## src/rtl/qxr_pkg.sv

```systemverilog
package qxr_pkg;
  localparam int INSTR_CLKS = 8;
  localparam int DATA_CLKS  = 8;

  typedef enum logic [1:0] {PH_INSTR, PH_ADDR, PH_DUMMY, PH_DATA} phase_e;

  // clocks needed for the address phase
  function automatic logic [5:0] addr_clocks(input logic wide, input logic quad);
    if (quad) return wide ? 6'd8 : 6'd6;
    return wide ? 6'd32 : 6'd24;
  endfunction

  // raw holds the first received byte in [31:24]
  function automatic logic [31:0] reorder(input logic [31:0] raw, input logic [1:0] mode);
    case (mode)
      2'd1:    return raw;
      2'd2:    return {raw[15:8], raw[7:0], raw[31:24], raw[23:16]};
      default: return {raw[7:0], raw[15:8], raw[23:16], raw[31:24]};
    endcase
  endfunction
endpackage

```

## src/rtl/qxr_clkgen.sv

```systemverilog
module qxr_clkgen #(
  parameter int HALF_W = 15
) (
  input  logic              clk,
  input  logic              rst_n,
  input  logic              run,
  input  logic [HALF_W-1:0] half,
  output logic              tick
);
  logic [HALF_W-1:0] cnt;

  assign tick = run && (cnt == half - HALF_W'(1));

  always_ff @(posedge clk or negedge rst_n) begin
    if (!rst_n)             cnt <= '0;
    else if (!run || tick)  cnt <= '0;
    else                    cnt <= cnt + HALF_W'(1);
  end

  p_cnt_bound_r1: assert property (@(posedge clk) disable iff (!rst_n)
    run |-> (cnt < half));
endmodule

```

## src/rtl/qxr_sequencer.sv

```systemverilog
module qxr_sequencer import qxr_pkg::*; #(
  parameter int DUMMY_W = 8,
  parameter int IDX_W   = 9
) (
  input  logic               clk,
  input  logic               rst_n,
  input  logic               start,
  input  logic               tick,
  input  logic [7:0]         instr,
  input  logic [31:0]        addr,
  input  logic               wide,
  input  logic               quad,
  input  logic [DUMMY_W-1:0] dummy,
  input  logic [3:0]         io_in,
  output logic               idle,
  output logic               sclk,
  output logic               cs_n,
  output logic [3:0]         io_out,
  output logic [3:0]         io_oe,
  output logic               done,
  output logic [31:0]        raw
);
  typedef enum logic [1:0] {S_IDLE, S_SHIFT, S_GAP} state_e;
  state_e state;
  logic [IDX_W-1:0] idx;
  logic [1:0] gap;

  logic [IDX_W-1:0] a_end, d_end, t_end;
  phase_e phase;
  logic [31:0] aligned;
  logic [4:0]  aj;
  logic ev_rise, ev_fall, last_clk;

  assign a_end    = IDX_W'(INSTR_CLKS) + IDX_W'(addr_clocks(wide, quad));
  assign d_end    = a_end + IDX_W'(dummy);
  assign t_end    = d_end + IDX_W'(DATA_CLKS);
  assign aligned  = wide ? addr : {addr[23:0], 8'h00};
  assign aj       = 5'(idx - IDX_W'(INSTR_CLKS));
  assign idle     = (state == S_IDLE);
  assign ev_rise  = (state == S_SHIFT) && tick && !sclk;
  assign ev_fall  = (state == S_SHIFT) && tick && sclk;
  assign last_clk = (idx == t_end - IDX_W'(1));

  always_comb begin
    if (idx < IDX_W'(INSTR_CLKS)) phase = PH_INSTR;
    else if (idx < a_end)         phase = PH_ADDR;
    else if (idx < d_end)         phase = PH_DUMMY;
    else                          phase = PH_DATA;
  end

  // lane drive for the current clock index
  always_comb begin
    io_out = 4'b0000;
    io_oe  = 4'b0000;
    if (state == S_SHIFT) begin
      if (phase == PH_INSTR) begin
        io_out[0] = instr[3'd7 - idx[2:0]];
        io_oe     = 4'b0001;
      end else if (phase == PH_ADDR) begin
        if (quad) begin
          io_out = aligned[5'd31 - {aj[2:0], 2'b00} -: 4];
          io_oe  = 4'b1111;
        end else begin
          io_out[0] = aligned[5'd31 - aj];
          io_oe     = 4'b0001;
        end
      end
    end
  end

  always_ff @(posedge clk or negedge rst_n) begin
    if (!rst_n) begin
      state <= S_IDLE;
      idx   <= '0;
      gap   <= '0;
      sclk  <= 1'b0;
      cs_n  <= 1'b1;
      done  <= 1'b0;
      raw   <= '0;
    end else begin
      done <= 1'b0;
      case (state)
        S_IDLE: if (start) begin
          state <= S_SHIFT;
          cs_n  <= 1'b0;
          sclk  <= 1'b0;
          idx   <= '0;
        end
        S_SHIFT: begin
          if (ev_rise) begin
            sclk <= 1'b1;
            if (phase == PH_DATA) raw <= {raw[27:0], io_in};
          end
          if (ev_fall) begin
            sclk <= 1'b0;
            if (last_clk) begin
              cs_n  <= 1'b1;
              state <= S_GAP;
              gap   <= '0;
              done  <= 1'b1;
            end else begin
              idx <= idx + IDX_W'(1);
            end
          end
        end
        default: if (tick) begin
          gap <= gap + 2'd1;
          if (gap == 2'd3) state <= S_IDLE;
        end
      endcase
    end
  end

  p_desel_quiet_r2: assert property (@(posedge clk) disable iff (!rst_n)
    cs_n |-> (!sclk && io_oe == 4'b0000));
  p_sclk_on_tick_r1: assert property (@(posedge clk) disable iff (!rst_n)
    (sclk != $past(sclk)) |-> $past(tick));
  p_cs_on_fall_r2: assert property (@(posedge clk) disable iff (!rst_n)
    $rose(cs_n) |-> ($past(sclk) && !sclk));
  p_instr_lane_r3: assert property (@(posedge clk) disable iff (!rst_n)
    (state == S_SHIFT && phase == PH_INSTR) |-> (io_oe == 4'b0001));
  p_oe_release_r5: assert property (@(posedge clk) disable iff (!rst_n)
    (phase == PH_DUMMY || phase == PH_DATA) |-> (io_oe == 4'b0000));
endmodule

```

## src/rtl/qxr_endian.sv

```systemverilog
module qxr_endian import qxr_pkg::*; (
  input  logic [31:0] raw,
  input  logic [1:0]  mode,
  output logic [31:0] word
);
  assign word = reorder(raw, mode);
endmodule

```

## src/rtl/qspi_xip_reader.sv

```systemverilog
module qspi_xip_reader import qxr_pkg::*; #(
  parameter int DIV_W   = 16,
  parameter int DUMMY_W = 8
) (
  input  logic               clk,
  input  logic               rst_n,
  input  logic [7:0]         cfg_instr,
  input  logic               cfg_addr_wide,
  input  logic               cfg_addr_quad,
  input  logic [DUMMY_W-1:0] cfg_dummy,
  input  logic [DIV_W-1:0]   cfg_div,
  input  logic [1:0]         cfg_endian,
  input  logic               req_valid,
  output logic               req_ready,
  input  logic [31:0]        req_addr,
  output logic               rsp_valid,
  output logic [31:0]        rsp_data,
  output logic               sclk,
  output logic               cs_n,
  output logic [3:0]         io_out,
  output logic [3:0]         io_oe,
  input  logic [3:0]         io_in
);
  localparam int HALF_W = DIV_W - 1;
  localparam int IDX_W  = $clog2(INSTR_CLKS + 32 + (1 << DUMMY_W) + DATA_CLKS);

  // half period in module cycles; bit 0 of the divider is dropped
  function automatic logic [HALF_W-1:0] half_of(input logic [DIV_W-1:0] d);
    logic [HALF_W-1:0] h;
    h = d[DIV_W-1:1];
    return (h == '0) ? HALF_W'(1) : h;
  endfunction

  logic               idle, start, tick, done;
  logic [31:0]        raw, word;
  logic [7:0]         sh_instr;
  logic [31:0]        sh_addr;
  logic               sh_wide, sh_quad;
  logic [DUMMY_W-1:0] sh_dummy;
  logic [HALF_W-1:0]  sh_half;
  logic [1:0]         sh_endian;

  assign req_ready = idle;
  assign start     = req_valid && idle;

  always_ff @(posedge clk or negedge rst_n) begin
    if (!rst_n) begin
      sh_instr  <= '0;
      sh_addr   <= '0;
      sh_wide   <= 1'b0;
      sh_quad   <= 1'b0;
      sh_dummy  <= '0;
      sh_half   <= HALF_W'(1);
      sh_endian <= '0;
    end else if (start) begin
      sh_instr  <= cfg_instr;
      sh_addr   <= req_addr;
      sh_wide   <= cfg_addr_wide;
      sh_quad   <= cfg_addr_quad;
      sh_dummy  <= cfg_dummy;
      sh_half   <= half_of(cfg_div);
      sh_endian <= cfg_endian;
    end
  end

  qxr_clkgen #(.HALF_W(HALF_W)) u_clk (
    .clk(clk), .rst_n(rst_n), .run(!idle), .half(sh_half), .tick(tick)
  );

  qxr_sequencer #(.DUMMY_W(DUMMY_W), .IDX_W(IDX_W)) u_seq (
    .clk(clk), .rst_n(rst_n), .start(start), .tick(tick),
    .instr(sh_instr), .addr(sh_addr), .wide(sh_wide), .quad(sh_quad),
    .dummy(sh_dummy), .io_in(io_in), .idle(idle), .sclk(sclk), .cs_n(cs_n),
    .io_out(io_out), .io_oe(io_oe), .done(done), .raw(raw)
  );

  qxr_endian u_end (.raw(raw), .mode(sh_endian), .word(word));

  always_ff @(posedge clk or negedge rst_n) begin
    if (!rst_n) begin
      rsp_valid <= 1'b0;
      rsp_data  <= '0;
    end else begin
      rsp_valid <= done;
      if (done) rsp_data <= word;
    end
  end

  p_rsp_pulse_r8: assert property (@(posedge clk) disable iff (!rst_n)
    rsp_valid |=> !rsp_valid);
  p_ready_desel_r8: assert property (@(posedge clk) disable iff (!rst_n)
    req_ready |-> cs_n);
  p_cfg_hold_r9: assert property (@(posedge clk) disable iff (!rst_n)
    !req_ready |=> ($stable(sh_instr) && $stable(sh_addr) && $stable(sh_half)
                    && $stable(sh_dummy) && $stable(sh_endian)));
endmodule

```

## config.mk

```make
export PLATFORM = sky130hd
export DESIGN_NAME = qspi_xip_reader
export DESIGN_NICKNAME = d
export VERILOG_FILES = /design/src/rtl/qxr_pkg.sv /design/src/rtl/qxr_clkgen.sv /design/src/rtl/qxr_sequencer.sv /design/src/rtl/qxr_endian.sv /design/src/rtl/qspi_xip_reader.sv
export SDC_FILE = /design/constraint.sdc
export NUM_CORES = 1
export LEC_CHECK = 0
export BUFFER_PORTS_ARGS = -buffer_cell sky130_fd_sc_hd__buf_2
export CORE_ASPECT_RATIO = 1.2
export CORE_MARGIN = 10
export CORE_UTILIZATION = 60
export DETAILED_ROUTE_END_ITERATION = 16
export PLACE_DENSITY = 0.89
export SLEW_MARGIN = 40
export SYNTH_ARGS = -nofsm -noshare
export SYNTH_HDL_FRONTEND = slang
export SYNTH_HIERARCHICAL = 1
export SYNTH_SLANG_ARGS = --single-unit
```

## constraint.sdc

```tcl
create_clock -name clk -period 11.9 [get_ports clk]
set_input_delay 1.19 -clock clk [delete_from_list [all_inputs] [get_ports clk]]
set_output_delay 1.19 -clock clk [all_outputs]
set_load 0.005 [all_outputs]
```

## Yosys cells after proc, flatten, opt, wreduce, memory -nomap -nowiden

Index checks and enable logic that the tools add are counted.
W data, S select, Z words.

| operators by class | value |
|---|---|
| add/sub/neg operators | 12 |
| magnitude comparators | 5 |
| equal/unequal tests | 13 |
| shift-type cells | 1 |
| multiplexer cells | 50 |
| bitwise gates (word level) | 1 |
| reductions and logical operators | 21 |

Operators by type and width:

| kind | number |
|---|---|
| $pmux W32 S2 | 1 |
| $shiftx A35 B6 Y4 | 1 |
| $mux W32 | 1 |
| $mux W15 | 2 |
| $mux W4 | 7 |
| $mux W9 | 3 |
| $mux W2 | 10 |
| $mux W6 | 3 |
| $pmux W9 S2 | 1 |
| $add A15 B1 Y15 const B | 1 |
| $eq A15 B15 Y1 | 1 |
| $logic_not A15 Y1 | 1 |
| $sub A15 B1 Y15 const B | 1 |
| $mux W1 | 14 |
| $reduce_and A4 Y1 | 3 |
| $sub A5 B5 Y5 const A | 2 |
| $add A9 B1 Y9 const B | 1 |
| $add A9 B4 Y9 const B | 1 |
| $add A9 B8 Y9 | 1 |
| $eq A9 B9 Y1 | 1 |
| $lt A9 B4 Y1 const B | 1 |
| $lt A9 B7 Y1 | 1 |
| $lt A9 B9 Y1 | 1 |
| $sub A9 B1 Y9 const B | 1 |
| 25 further kinds | 43 |

| word-level totals | value |
|---|---|
| register bits | 163 |
| bits of input ports | 75 |
| output and inout bits | 44 |
| logic and storage cells | 120 |

## Logic depth before layout (Yosys ltp)

| logic depth | value |
|---|---|
| word-level depth | 13 |
| depth in mapped cells | 20 |
| gate-level depth less buffers | 15 |

## Hierarchy

The synthesis kept the hierarchy.

Modules (own cells, without submodules):

| module | times used | cells an instance | area each (µm²) | seq. area each (µm²) |
|---|---|---|---|---|
| qxr_sequencer | 1 | 429 | 4245.3 | 1202.4 |
| qspi_xip_reader | 1 | 218 | 3995.1 | 2503.7 |
| qxr_clkgen | 1 | 171 | 1465.2 | 375.4 |
| qxr_endian | 1 | 113 | 655.6 | 0.0 |

## Worst setup path after synthesis

Ideal clock, no wire load.

| timing | value |
|---|---|
| path kind | reg-to-reg |
| from | register sh_wide |
| to | register u_seq.idx[0] |
| library setup time | 125 ps |
| arrival | 4590 ps |
| data required time | 11775 ps |
| setup slack | 7185 ps |
| cell stages (with the launch flop) | 21 |
| buffers on the path | 5 |
| cell sequence | dfrtp_1 clkbuf_1 buf_2 buf_1 buf_2 inv_1 ha_1 xnor2_1 inv_1 ha_1 a211oi_1 o21bai_2 xor2_1 or3b_4 xor2_1 nand2_1 o211a_1 nor2_4 buf_6 a21o_1 mux2_2 |

| between the ends | value |
|---|---|
| word-level cells in the longest chain between the ends | 10 |
| elaborated cells between the ends (all ways) | 11 |

RTL lines:

| item | RTL line | text |
|---|---|---|
| from (decl) | qspi_xip_reader.sv:38 | `logic sh_wide, sh_quad;` |
| from (signal assigned) | qspi_xip_reader.sv:58 | `sh_wide <= cfg_addr_wide;` |
| $mux W4 | qxr_pkg.sv:9 | `if (quad) return wide ? 6'd8 : 6'd6;` |
| $mux W6 | qxr_pkg.sv:9 |  |
| $mux W6 * | qxr_pkg.sv:10 | `return wide ? 6'd32 : 6'd24;` |
| $add A4 B6 Y7 * | qxr_sequencer.sv:34 | `assign a_end = IDX_W'(INSTR_CLKS) + IDX_W'(addr_clocks(wide, quad));` |
| $add A9 B8 Y9 * | qxr_sequencer.sv:35 | `assign d_end = a_end + IDX_W'(dummy);` |
| $add A9 B4 Y9 * | qxr_sequencer.sv:36 | `assign t_end = d_end + IDX_W'(DATA_CLKS);` |
| $sub A9 B1 Y9 * | qxr_sequencer.sv:42 | `assign last_clk = (idx == t_end - IDX_W'(1));` |
| $eq A9 B9 Y1 * | qxr_sequencer.sv:42 |  |
| $ne A2 B2 Y1 (no source line) * | - |  |
| $reduce_and A4 Y1 (no source line) * | - |  |
| to (signal assigned) | qxr_sequencer.sv:102 | `idx <= idx + IDX_W'(1);` |
| to (decl) | qxr_sequencer.sv:25 | `logic [IDX_W-1:0] idx;` |

Every way passes the cells marked *; elsewhere a longest branch is shown, timed or not. The select of a mux whose other input is x is not followed.
A chain may end at the register's enable or synchronous reset.

## Worst setup path in the final report

| timing | value |
|---|---|
| from | register sh_quad |
| to | output io_out[3] |

| between the ends | value |
|---|---|
| word-level cells in the longest chain between the ends | 12 |
| elaborated cells between the ends (all ways) | 15 |

RTL lines:

| item | RTL line | text |
|---|---|---|
| from (decl) | qspi_xip_reader.sv:38 |  |
| from (signal assigned) | qspi_xip_reader.sv:59 | `sh_quad <= cfg_addr_quad;` |
| $mux W1 | qxr_pkg.sv:9 |  |
| $mux W6 | qxr_pkg.sv:10 |  |
| $add A4 B6 Y7 | qxr_sequencer.sv:34 |  |
| $add A9 B8 Y9 | qxr_sequencer.sv:35 |  |
| $lt A9 B9 Y1 | qxr_sequencer.sv:47 | `else if (idx < d_end) phase = PH_DUMMY;` |
| $mux W1 | qxr_sequencer.sv:47 |  |
| $mux W2 | qxr_sequencer.sv:46 | `else if (idx < a_end) phase = PH_ADDR;` |
| $mux W2 | qxr_sequencer.sv:45 | `if (idx < IDX_W'(INSTR_CLKS)) phase = PH_INSTR;` |
| $eq A2 B1 Y1 | qxr_sequencer.sv:59 | `end else if (phase == PH_ADDR) begin` |
| $mux W4 | qxr_sequencer.sv:59 |  |
| $mux W3 * | qxr_sequencer.sv:56 | `if (phase == PH_INSTR) begin` |
| $mux W4 * | qxr_sequencer.sv:55 | `if (state == S_SHIFT) begin` |
| to (decl) | qspi_xip_reader.sv:20 | `output logic [3:0] io_out,` |

Every way passes the cells marked *; elsewhere a longest branch is shown, timed or not.

==> impl_metrics.csv <==
group,metric,value,unit
clock_network,cts_sinks,163,
clock_network,clockBufferDepth,2,
floorplanning,ios,119,
sta,fin_crit_sh,36.8,%
sta,tns,0,ns
yosys,synthSimpleGateAreaFrac,11.4,%
yosys,synthAdderAreaFrac,4.20,%
global_routing,grtUsageTotal,20.3,%
critical_path,crit_path_max_incr_delay,0.56,ns
critical_path,crit_chain,"inv_1 > ha_1 > inv_1 > ha_1 > nor2b_1 > o21ai_0 > nand2b_1 > a21oi_1 > o21ai_0 > nor2_1 > nand2_1 > nor2_1 > buf_2",
detailed_routing,wl_per_cell,18.8,um
critical_path,cpMaxStageDelayCell,"dfrtp_1",
floorplanning,die-area,0.0229,sq mm
yosys,synth_compound_area_share,12.8,%
layout,drive_above_1_share,33.9,%
floorplanning,start_util,61.2,%
yosys,synth-xor-area-share,4.20,%
layout,regArea,0.00408,sq mm
global_routing,grt_overflow,0,
sta,worst_slew_margin_rel,53.6,%
clock_network,cts-root-buf,"clkbuf_16",
global_routing,antenna_found_initial,0,
layout,multiInputGateArea,0.00573,sq mm
clock_network,postCtsSetupRepairBufs,0,
sta,slew_violations,0,
detailed_routing,drt_wl_total,23400,um
placement,gp_routability_congestion,0.851,
yosys,synth.area.mux_share,22.6,%
detailed_routing,drt-initial-drc-count,580,
pwr,clkPwrFrac,23.5,%
global_routing,grt_pass1_vias,7806,
global_routing,grt_pass1_wl,38900,um
detailed_routing,drc,0,
outcome,status,"complete, no violations",
critical_path,worstPathArrival,3.19,ns
pwr,sequentialPowerShare,34.3,%
yosys,ys.flop_type,"dfrtp_1",
sta,fin_skew,0.00963,ns
critical_path,path_buf_inv,3,
yosys,yosys_register_bits,163,
pwr,p_sw,885,uW
yosys,synth_warnings,6,
pwr,p_per_area,199,mW/mm^2
yosys,syn_inst,931,
placement,place_hpwl,16500,um
sta,fin_hold_ws,0.480,ns
hold_path,hold_class,"flip-flop to flip-flop",
clock_network,path_clk_slew,0.07,ns
floorplanning,coreArea,0.0169,sq mm
detailed_routing,viasPerCell,6.19,
clock_network,insertion_delay,0.43,ns
detailed_routing,postRouteAntennaNets,0,
critical_path,crit_family,"simple AND/OR/NAND/NOR gates",
sta,tightest_slew,0.696,ns
critical_path,worstSetupPathType,"flip-flop to output pin",
layout,syn_to_final_growth,10.6,%
yosys,synth_nets,1040,
yosys,synth_top_family_by_area,"multiplexers",
clock_network,cts_tree,"done",
flow_run,maxCapViolCount,0,
layout,nets,1124,
yosys,synth-seq-area-share,39.4,%
detailed_routing,vias,7705,
clock_network,cts_resized,0,
yosys,synth_edf_count,0,
sta,fin_crit,4.38,ns
pwr,p_int,1400,uW
floorplanning,die_w,140,um
pwr,p_comb_share,42.2,%
sta,setup_viol,0,
floorplanning,die_y,164,um
critical_path,required,10.71,ns
critical_path,worstSetupStartpointType,"flip-flop",
critical_path,crit_path_max_fanout,9,
sta,hold_viol,0,
yosys,synth_cell_types,89,
clock_network,cts_max_level,4,
clock_network,hold_buffers,0,
layout,antenna_cells,0,
critical_path,endpoint_kind,"output pin",
pwr,switching_share,38.8,%
global_routing,grt_max_degree,103,
detailed_routing,dr.pass1.iters,5,
pwr,leakage,0.00520,uW
yosys,synth_area_per_cell,11.1,sq um
yosys,synthArstFlopShare,100,%
placement,numPortBuffers,117,
yosys,synth_area,0.0104,sq mm
clock_network,cts_buffers,17,
pwr,finalPower,2280,uW
layout,nFillCells,1205,
floorplanning,rows,52,
sta,timing.fmax,228,MHz
pwr,vdd_ir_drop_max,0.000115,V
sta,rsz0062_at_grt,"false",
## flip-flops by register name, summed over array words and instances (netlist names), 8 cells and up
| register | count |
|---|---|
| rsp_data | 32 |
| sh_addr | 32 |
| u_seq/raw | 32 |
| sh_half | 15 |
| u_clk/cnt | 15 |
| u_seq/idx | 9 |
| sh_dummy | 8 |
| sh_instr | 8 |
## layout by cell type, fill, tap and decap left out, types with 4 or more instances in the layout
cell | Yosys | routed
clkinv_4 | 0 | 4
dfrtp_1 | 161 | 161
xor2_1 | 16 | 16
nand2b_1 | 16 | 16
nor3_1 | 10 | 10
inv_1 | 26 | 26
nor2b_1 | 9 | 9
o21ai_0 | 25 | 25
a21oi_1 | 30 | 30
nand3_1 | 21 | 21
o211ai_1 | 8 | 8
o21ai_1 | 36 | 36
inv_6 | 1 | 4
a21oi_2 | 10 | 10
mux2_4 | 48 | 48
nor2_1 | 29 | 29
buf_4 | 7 | 8
nand4_1 | 5 | 5
o311ai_0 | 4 | 4
nand3b_1 | 5 | 5
a21o_1 | 7 | 7
or4_1 | 4 | 4
clkbuf_16 | 0 | 17
ha_1 | 34 | 32
xnor2_1 | 30 | 30
and3_1 | 5 | 5
mux2i_1 | 21 | 21
a211oi_1 | 4 | 4
mux2_1 | 5 | 5
a22oi_1 | 33 | 33
mux4_2 | 18 | 18
nor4_1 | 9 | 9
buf_2 | 14 | 116
mux2_2 | 84 | 84
nand2_1 | 89 | 89
## kinds of logic (layout without fill, tap and decap cells)
kind of cell	Yosys count	in the layout
fa+ha+maj	35	35
mux	176	176
xor+xnor	48	48
flops	163	163
compound gates	192	192
buf+inv	89	186
simple gates	228	228
## path summary, 6_finish.rpt
path | end | depth (start not counted) | start | slack [ns]
max | io_out[3] | 13 | sh_quad | 7.52
max in group asynchronous | rsp_data[11] | 3 | rst_n | 10.11
min | rsp_data[5] | 1 | rsp_data[5] | 0.48
max reg2reg | u_seq/raw[19] | 12 | sh_half[3] | 7.69
min reg2reg | rsp_data[5] | 1 | rsp_data[5] | 0.48
min in group asynchronous | rsp_data[2] | 1 | rst_n | 0.61
## cells in the mapped netlist (3+ instances only)
| master | number | area, sq um |
|---|---|---|
| mux2_4 | 48 | 721 |
| a21oi_2 | 10 | 87.6 |
| a21o_1 | 7 | 52.6 |
| nor4_1 | 9 | 56.3 |
| clkbuf_1 | 20 | 75.1 |
| nand3b_1 | 5 | 37.5 |
| o311ai_0 | 4 | 35.0 |
| xnor2_1 | 30 | 263 |
| and3_1 | 5 | 31.3 |
| nor2b_1 | 9 | 56.3 |
| a31oi_1 | 3 | 18.8 |
| nand3_1 | 21 | 105 |
| xor2_1 | 16 | 140 |
| or4_1 | 4 | 30.0 |
| or3_1 | 3 | 18.8 |
| nor2_1 | 29 | 109 |
| nor3_2 | 3 | 30.0 |
| inv_1 | 26 | 97.6 |
| nand4_1 | 5 | 31.3 |
| buf_1 | 3 | 11.3 |
| mux2_2 | 84 | 946 |
| buf_12 | 5 | 100 |
| o21ai_0 | 25 | 125 |
| buf_2 | 14 | 70.1 |
| nand2_1 | 89 | 334 |
| mux4_2 | 18 | 405 |
| nand2b_1 | 16 | 100 |
| a22oi_1 | 33 | 248 |
| mux2_1 | 5 | 56.3 |
| dfrtp_1 | 161 | 4030 |
| o21ai_1 | 36 | 180 |
| o211ai_1 | 8 | 60.1 |
| ha_1 | 34 | 425 |
| nor3_1 | 10 | 50.1 |
| buf_4 | 7 | 52.6 |
| buf_6 | 10 | 113 |
| a211oi_1 | 4 | 30.0 |
| a21oi_1 | 30 | 150 |
| mux2i_1 | 21 | 210 |
## routing by layer
metal	GRT usage [%]	routed length (um)
met1	23.6	9400
met4	8.04	491
met2	35.5	12100
met5	0	0
met3	4.79	1400
## worst register-to-register path, cell delays in order, from the launching register on
cell       delay, ns
dfrtp_1         0.48
or4_4           0.63
nor4_1          0.45
xnor2_1         0.20
nand4b_1        0.20
a2111oi_4       0.31
buf_4           0.31
and3_1          0.35
nand2b_1        0.11
and4b_1         0.34
o31ai_4         0.09
buf_4           0.27
mux2_1          0.36
## area by class of cell
type | count | share of cell area [%]
tap | 216 | 2.36
sequential | 163 | 35.6
multi-input combinational | 679 | 50.0
clock buffer | 17 | 3.71
timing repair buffer | 127 | 6.06
inverter | 27 | 0.928
clock inverter | 15 | 1.33
## metrics by stage
step / util [%] / cell area, sq um / instances / setup WS (ns)
2_1_floorplan: - / 10400 / 931 / 7.19
3_3_place_gp: 64.1 / 10800 / 1211 / 7.89
3_5_place_dp: 64.1 / 10900 / 1211 / 7.87
4_1_cts: 67.6 / 11400 / 1243 / 7.53
5_1_grt: 67.7 / 11500 / 1244 / 7.26
6_report: 67.7 / 11500 / 1244 / 7.52
## power groups by stage
stage / sequential, uW / combinational [uW] / clock [uW]
after floorplan: 731 / 816 / 0
after global placement: 782 / 897 / 0
after detailed placement: 788 / 937 / 0
after CTS: 779 / 955 / 548
after global routing: 799 / 1050 / 573
final: 782 / 963 / 538
Note: power is estimated with default switching activity, not from simulation.
